File: src/rtl/i2c_regport_pkg.sv
package i2c_regport_pkg;

    localparam int BYTE_W = 8;

    typedef enum logic [3:0] {
        ST_IDLE,
        ST_ADDR,
        ST_AACK,
        ST_CMD,
        ST_CACK,
        ST_WDATA,
        ST_WACK,
        ST_RLOAD,
        ST_RDATA,
        ST_RACK
    } state_t;

    function automatic logic maj3(input logic [2:0] s);
        return (s[0] & s[1]) | (s[0] & s[2]) | (s[1] & s[2]);
    endfunction

endpackage

File: src/rtl/i2c_line_filter.sv
module i2c_line_filter
    import i2c_regport_pkg::*;
#(
    parameter int LINES       = 2,
    parameter int SYNC_STAGES = 2
) (
    input  logic             clk,
    input  logic             rst_n,
    input  logic [LINES-1:0] raw,
    output logic [LINES-1:0] clean
);

    for (genvar g = 0; g < LINES; g++) begin : g_line
        logic [SYNC_STAGES-1:0] sync_q;
        logic [2:0]             win_q;
        logic                   clean_q;

        always_ff @(posedge clk or negedge rst_n) begin
            if (!rst_n) begin
                sync_q  <= '1;
                win_q   <= '1;
                clean_q <= 1'b1;
            end else begin
                sync_q  <= {sync_q[SYNC_STAGES-2:0], raw[g]};
                win_q   <= {win_q[1:0], sync_q[SYNC_STAGES-1]};
                clean_q <= maj3(win_q);
            end
        end

        assign clean[g] = clean_q;
    end

endmodule

File: src/rtl/i2c_bus_events.sv
module i2c_bus_events (
    input  logic clk,
    input  logic rst_n,
    input  logic scl_f,
    input  logic sda_f,
    output logic start_ev,
    output logic stop_ev,
    output logic scl_rise,
    output logic scl_fall
);

    logic scl_prev_q;
    logic sda_prev_q;

    always_ff @(posedge clk or negedge rst_n) begin
        if (!rst_n) begin
            scl_prev_q <= 1'b1;
            sda_prev_q <= 1'b1;
        end else begin
            scl_prev_q <= scl_f;
            sda_prev_q <= sda_f;
        end
    end

    assign start_ev = scl_f & scl_prev_q & sda_prev_q & ~sda_f;
    assign stop_ev  = scl_f & scl_prev_q & ~sda_prev_q & sda_f;
    assign scl_rise = scl_f & ~scl_prev_q;
    assign scl_fall = ~scl_f & scl_prev_q;

endmodule

File: src/rtl/i2c_regport.sv
module i2c_regport
    import i2c_regport_pkg::*;
#(
    parameter int         SYNC_STAGES = 2,
    parameter int         ADDR_PIN_W  = 3,
    parameter logic [6:0] BASE_ADDR   = 7'h20
) (
    input  logic                  clk,
    input  logic                  rst_n,
    input  logic                  scl_i,
    input  logic                  sda_i,
    input  logic [ADDR_PIN_W-1:0] addr_pins,
    output logic                  sda_oe,
    output logic                  wr_strobe,
    output logic [BYTE_W-1:0]     wr_index,
    output logic [BYTE_W-1:0]     wr_data,
    output logic                  rd_strobe,
    output logic [BYTE_W-1:0]     rd_index,
    input  logic [BYTE_W-1:0]     rd_data
);

    localparam int CNT_W = $clog2(BYTE_W);
    localparam logic [CNT_W-1:0] LAST_BIT = CNT_W'(BYTE_W - 1);

    logic [1:0] line_clean;
    logic       scl_f, sda_f;
    logic       start_ev, stop_ev, scl_rise, scl_fall;

    state_t              state_q, state_d;
    logic [BYTE_W-1:0]   shift_q;
    logic [CNT_W-1:0]    bitcnt_q;
    logic                ack_drive_q;
    logic                ack_half_q;
    logic                rw_q;
    logic [BYTE_W-1:0]   ptr_q;
    logic                wr_stb_q;
    logic [BYTE_W-1:0]   wr_data_q;

    logic [BYTE_W-1:0]   rx_byte;
    logic                byte_done;
    logic                addr_hit;

    i2c_line_filter #(
        .LINES      (2),
        .SYNC_STAGES(SYNC_STAGES)
    ) u_filter (
        .clk  (clk),
        .rst_n(rst_n),
        .raw  ({scl_i, sda_i}),
        .clean(line_clean)
    );

    assign scl_f = line_clean[1];
    assign sda_f = line_clean[0];

    i2c_bus_events u_events (
        .clk     (clk),
        .rst_n   (rst_n),
        .scl_f   (scl_f),
        .sda_f   (sda_f),
        .start_ev(start_ev),
        .stop_ev (stop_ev),
        .scl_rise(scl_rise),
        .scl_fall(scl_fall)
    );

    assign rx_byte   = {shift_q[BYTE_W-2:0], sda_f};
    assign byte_done = scl_rise && (bitcnt_q == LAST_BIT);
    assign addr_hit  = (rx_byte[7:1] == {BASE_ADDR[6:ADDR_PIN_W], addr_pins});

    // next-state logic
    always_comb begin
        state_d = state_q;
        if (start_ev) begin
            state_d = ST_ADDR;
        end else if (stop_ev) begin
            state_d = ST_IDLE;
        end else begin
            unique case (state_q)
                ST_ADDR:  if (byte_done) state_d = addr_hit ? ST_AACK : ST_IDLE;
                ST_AACK:  if (scl_fall && ack_half_q) state_d = rw_q ? ST_RLOAD : ST_CMD;
                ST_CMD:   if (byte_done) state_d = ST_CACK;
                ST_CACK:  if (scl_fall && ack_half_q) state_d = ST_WDATA;
                ST_WDATA: if (byte_done) state_d = ST_WACK;
                ST_WACK:  if (scl_fall && ack_half_q) state_d = ST_WDATA;
                ST_RLOAD: state_d = ST_RDATA;
                ST_RDATA: if (scl_fall && bitcnt_q == LAST_BIT) state_d = ST_RACK;
                ST_RACK: begin
                    if (scl_rise && sda_f)            state_d = ST_IDLE;
                    else if (scl_fall && ack_half_q)  state_d = ST_RLOAD;
                end
                default:  state_d = ST_IDLE;
            endcase
        end
    end

    // state register
    always_ff @(posedge clk or negedge rst_n) begin
        if (!rst_n) state_q <= ST_IDLE;
        else        state_q <= state_d;
    end

    // datapath registers
    always_ff @(posedge clk or negedge rst_n) begin
        if (!rst_n) begin
            shift_q     <= '0;
            bitcnt_q    <= '0;
            ack_drive_q <= 1'b0;
            ack_half_q  <= 1'b0;
            rw_q        <= 1'b0;
            ptr_q       <= '0;
            wr_stb_q    <= 1'b0;
            wr_data_q   <= '0;
        end else begin
            wr_stb_q <= 1'b0;
            if (start_ev || stop_ev) begin
                bitcnt_q    <= '0;
                ack_drive_q <= 1'b0;
                ack_half_q  <= 1'b0;
            end else begin
                unique case (state_q)
                    ST_ADDR, ST_CMD, ST_WDATA: begin
                        if (scl_rise) begin
                            shift_q  <= rx_byte;
                            bitcnt_q <= bitcnt_q + 1'b1;
                            if (bitcnt_q == LAST_BIT) begin
                                ack_half_q <= 1'b0;
                                if (state_q == ST_ADDR) rw_q  <= sda_f;
                                if (state_q == ST_CMD)  ptr_q <= rx_byte;
                                if (state_q == ST_WDATA) begin
                                    wr_stb_q  <= 1'b1;
                                    wr_data_q <= rx_byte;
                                end
                            end
                        end
                    end
                    ST_AACK, ST_CACK, ST_WACK: begin
                        if (scl_fall) begin
                            if (!ack_half_q) begin
                                ack_half_q  <= 1'b1;
                                ack_drive_q <= 1'b1;
                            end else begin
                                ack_half_q  <= 1'b0;
                                ack_drive_q <= 1'b0;
                                bitcnt_q    <= '0;
                            end
                        end
                    end
                    ST_RLOAD: begin
                        shift_q    <= rd_data;
                        bitcnt_q   <= '0;
                        ack_half_q <= 1'b0;
                    end
                    ST_RDATA: begin
                        if (scl_fall && bitcnt_q != LAST_BIT) begin
                            shift_q  <= {shift_q[BYTE_W-2:0], 1'b0};
                            bitcnt_q <= bitcnt_q + 1'b1;
                        end
                    end
                    ST_RACK: begin
                        if (scl_rise && !sda_f) ack_half_q <= 1'b1;
                    end
                    default: ;
                endcase
            end
        end
    end

    // outputs
    always_comb begin
        sda_oe    = (state_q == ST_RDATA) ? ~shift_q[BYTE_W-1] : ack_drive_q;
        wr_strobe = wr_stb_q;
        wr_index  = ptr_q;
        wr_data   = wr_data_q;
        rd_strobe = (state_q == ST_RLOAD);
        rd_index  = ptr_q;
    end

endmodule

File: config.mk
export PLATFORM = sky130hd
export DESIGN_NAME = i2c_regport
export DESIGN_NICKNAME = d
export VERILOG_FILES = /design/src/rtl/i2c_regport_pkg.sv /design/src/rtl/i2c_line_filter.sv /design/src/rtl/i2c_bus_events.sv /design/src/rtl/i2c_regport.sv
export SDC_FILE = /design/constraint.sdc
export NUM_CORES = 1
export LEC_CHECK = 0
export ABC_AREA = 0
export ABC_CLOCK_PERIOD_IN_PS = 3500
export CORE_MARGIN = 3
export CORE_UTILIZATION = 40
export DETAILED_ROUTE_END_ITERATION = 12
export PLACE_DENSITY = 0.62
export RECOVER_POWER = 50
export SYNTH_ARGS = -nofsm -noshare
export SYNTH_HDL_FRONTEND = slang
export SYNTH_SLANG_ARGS = --single-unit
File: constraint.sdc
create_clock -name clk -period 3.5 [get_ports clk]
set_input_delay 0.525 -clock clk [delete_from_list [all_inputs] [get_ports clk]]
set_output_delay 0.525 -clock clk [all_outputs]
set_load 0.02 [all_outputs]
# Yosys cells after proc, flatten, opt, wreduce, memory -nomap -nowiden
# Cells that the tools add are included.
# W data, S select, Z words.
word_totals:
  regBits: 49
  in_bits: 15
  output_inout_bits: 27
  word_cells: 129
classes:
  add_sub_neg: 1
  n_eq_ne: 27
  n_mux: 37
  bitwise: 23
  reduce_logical: 24
ops:
  columns: ["operator", "count"]
  rows:
  - ["$mux W4", 10]
  - ["$pmux W4 S8", 1]
  - ["$reduce_and A5 Y1", 5]
  - ["$pmux W8 S3", 1]
  - ["$ne A3 B3 Y1 const B", 7]
  - ["$ne A4 B4 Y1 const B", 5]
  - ["$mux W3", 6]
  - ["$eq A4 B3 Y1 const B", 4]
  - ["$mux W8", 2]
  - ["$mux W1", 14]
  - ["$and A1 B1 Y1", 13]
  - ["$pmux W3 S4", 1]
  - ["$reduce_bool A5 Y1", 2]
  - ["$eq A4 B2 Y1 const B", 2]
  - ["$eq A4 B4 Y1 const B", 2]
  - ["$eq A7 B6 Y1", 1]
  - ["$reduce_and A7 Y1", 1]
  - ["$logic_and A1 B1 Y1", 6]
  - ["$not A1 Y1", 6]
  - ["$reduce_or A3 Y1", 2]
  - ["$ne A5 B5 Y1 const B", 1]
  - ["$eq A4 B1 Y1 const B", 1]
  - ["$ne A2 B2 Y1 const B", 2]
  - ["$ne A4 B1 Y1 const B", 1]
  - ["other kinds (12)", 16]

# Logic depth before layout (Yosys ltp)
logic_depth:
  word_depth: 8
  depth_mapped: 7
  mapped_depth_nobuf: 7

# By module
# A second synthesis with hierarchy kept.
unflattened:
  hier_cells: 222
  area_unflattened_um2: 2414.8
modules_own_cells:
  columns: ["mod", "instances", "cells_each", "area_each_um2", "seq_area_each_um2"]
  rows:
  - ["i2c_regport", 1, 200, 1974.4, 875.8]
  - ["i2c_line_filter", 1, 16, 352.8, 315.3]
  - ["i2c_bus_events", 1, 6, 87.6, 52.6]

# Least setup slack after synthesis
# Ideal clock, no wire load.
synth_path:
  path_type: "reg2out"
  start: "reg state_q[0]"
  end: "out sda_oe"
  arrival_ns: 1.519
  slack_ns: 1.456
  stages_incl_launch_ff: 4
  path_cell_list: "dfrtp_1 or4b_1 buf_2 o21ai_0"
synth_via:
  elab_chain_len: 2
synth_lines:
  columns: ["item", "line_no", "source"]
  rows:
  - ["start, declared", "i2c_regport.sv:29", "state_t state_q, state_d;"]
  - ["start signal, assigned", "i2c_regport.sv:100", "else state_q <= state_d;"]
  - ["$eq A4 B4 Y1", "i2c_regport.sv:171", "sda_oe = (state_q == ST_RDATA) ? ~shift_q[BYTE_W-1] : ack_drive_q;"]
  - ["$mux W1", "i2c_regport.sv:171", null]
  - ["end, declared", "i2c_regport.sv:13", "output logic sda_oe,"]
# Every way passes these cells.

# Worst setup path after layout
# Ends and elaborated chain as after synthesis.

==> impl_metrics.ini <==
[outcome]
status = complete, but fails checks
violations = capacitance limit, slew limit

[worst_setup_path]
reg2reg_from = state_q[0]$_DFFE_PN0P_
crit_path_max_fanout = 13
cp_data_arrival_time_ns = 2.46
r2r-end = rd_index[4]$_DFFE_PN0P_
worstSetupPathType = reg -> out
cp-startpoint = state_q[0]$_DFFE_PN0P_
cp_data_required_time_ns = 2.97
r2r_slack_ns = 1.33
end_kind = primary output
worst_setup_path_start_kind = flip-flop
cp-endpoint = sda_oe
reg2reg_depth = 4

[clocking]
path_clk_slew_ns = 0.09
cts_root_buf = clkbuf_8
post_cts_buffers = 0
cts_tree = done
clock_latency_ns = 0.29
cts_buffer_depth = 2
htree_levels = 2
cts.sinks = 49
ctsHoldBuffers = 0
cts_made_buffers = 5
cts_resized = 0

[place]
place.gp.congestion = 0.8459
place_ws_ns = 0.8680
placed_cells = 310
port_buffers = 41
dpl.hpwl_mm = 3.343
placed_cell_area_um2 = 2745

[sta]
whs_ns = 0.3609
skew_ns = 0.005197
tightest_slew_ns = 1.558
max-slew-margin-rel_pct = -3.834
setup_viol = 0
min_period_ns = 2.984
fmax_ghz = 0.3351
hold_violations = 0
grt_setup_unrepaired = no
finalMaxSlewViolations = 29
fin_tns_setup_ns = 0
min_period_over_period_pct = 85.25
fin_ws_ns = 0.5161

[floorplanning]
dieHeight_um = 82.52
pin_count = 42
die_w_um = 82.52
coreArea_um2 = 5574
fp-row-count = 27
start_util_pct = 42.02
dieArea_um2 = 6810

[cells_and_area]
fin_area_um2 = 2869
fill_cells = 534
layout_commonest_cell = clkdlybuf4s50_1
mostFrequentLayoutCells = 38 x clkdlybuf4s50_1, 35 x dfrtp_1, 26 x nand2_1
drive_gt1_share_pct = 18.70
layout.nets = 262
multi_input_area_um2 = 975.9
final_core_util_pct = 51.47
layoutNonFillerInstCount = 318
syn_to_final_growth_pct = 22.49
num_antenna_cells = 0
ff_latch_area_um2 = 1244

[detailed_routing]
postRouteAntennaNets = 0
drt-initial-drc-count = 83
finalWirelength_mm = 4.735
first_pass_iters = 4
viasPerCell = 5.245
drc_errors = 0
wl_per_cell_um = 14.89
routed-via-count = 1668

[grt]
antenna_found_initial = 0
grt_pass1_wl_mm = 8.231
grt_pass1_vias = 1690
grt_usage_pct = 16.00
grt_max_degree = 29
gr-total-overflow = 0

[power]
power_density_nw_per_um2 = 641.5
total_leakage_power_nw = 1.222
power_mw = 1.841
peakVddDrop_mv = 0.2867

[logic_synthesis]
ys_ff_latch = 49
synth.distinct_cells = 44
ys_warn_count = 0
ys_top_cells_by_area = dfrtp_1 37%, dfstp_2 16%, mux2_2 8.2%, nand2_1 4.2%, buf_4 2.6%
yosys.area.top_type = dfrtp_1
syn-num-nets = 230
yosysSeqAreaShare_pct = 53.10
synth_top_area_share_pct = 37.39
netlist_instances = 213
synth_area_per_cell_um2 = 11.00
synth.cell_area_um2 = 2342

[job]
cap_viol_max_count = 1

[hold_path]
worstHoldPathType = reg -> reg
[routing by layer]
metal	track usage, %	vias to the layer above	wire [um]
li1	-	801	-
met1	23.54	821	2266
met2	23.48	36	2196
met3	3.362	10	172
met4	5.229	0	100
met5	0	-	0
[worst min path at each step]
stage | from | endpoint | cells after the start
floorplan | rst_n | ack_drive_q$_DFFE_PN0P_ | 0
global placement | u_filter.g_line[1].sync_q[1]$_DFF_PN1_ | u_filter.g_line[1].win_q[0]$_DFF_PN1_ | 0
detailed placement | u_filter.g_line[0].sync_q[1]$_DFF_PN1_ | u_filter.g_line[0].win_q[0]$_DFF_PN1_ | 0
CTS | rst_n | bitcnt_q[1]$_DFFE_PN0P_ | 1
global route | u_filter.g_line[1].sync_q[0]$_DFF_PN1_ | u_filter.g_line[1].sync_q[1]$_DFF_PN1_ | 0
finish | u_filter.g_line[1].sync_q[0]$_DFF_PN1_ | u_filter.g_line[1].sync_q[1]$_DFF_PN1_ | 0
[cells in the mapped netlist, drive strengths merged]
master	count
a211oi	1
a21oi	8
a22oi	1
a311oi	1
a31oi	10
and2	1
and3	1
and3b	2
buf	14
clkbuf	5
clkinv	1
dfrtp	35
dfstp	14
ha	2
inv	1
maj3	2
mux2	17
mux2i	3
nand2	26
nand2b	5
nand3	8
nor2	14
nor2b	5
nor3	3
nor3b	2
nor4	3
o211a	1
o21ai	8
o21bai	3
o221ai	2
o22ai	1
o2bb2ai	1
or2	3
or3	2
or4b	1
or4bb	2
xor2	4
[report_power, final]
| group | total (mW) | switching (mW) | internal [mW] |
|---|---|---|---|
| combinational | 0.583 | 0.316 | 0.267 |
| sequential | 0.817 | 0.149 | 0.668 |
| clock | 0.440 | 0.185 | 0.255 |
[registers in the layout, summed over array words and instances, names as in the netlist, 2 cells and up]
signal / count
bitcnt_q: 3
rd_index: 8
shift_q: 8
state_q: 4
u_filter.g_line.clean_q: 2
u_filter.g_line.sync_q: 4
u_filter.g_line.win_q: 6
wr_data: 8
[worst max-delay path, cell delays in order (launching register included)]
cell and delay (ns):
dfrtp_1 0.52, or4b_1 0.74, o21ai_0 0.27, clkdlybuf4s50_1 0.64
[area by class of cell]
cell class | instances | share of cell area [%]
sequential | 49 | 43.35
multi-input combinational | 143 | 34.02
timing repair buffer | 44 | 14.74
clock buffer | 6 | 3.271
tap | 72 | 3.140
clock inverter | 2 | 1.221
inverter | 2 | 0.2617
[kinds of logic after synthesis]
group,Yosys count,share of synthesized area (%)
XOR/XNOR,4,1.496
multiplexers,20,9.455
buffers and inverters,21,5.235
flip-flops,49,53.10
AO/OA/AOI/OAI,37,10.74
AND/OR/NAND/NOR,78,18.06
adder cells (fa/ha/maj),4,1.923
No activity file was read; power rests on OpenSTA's default activity.
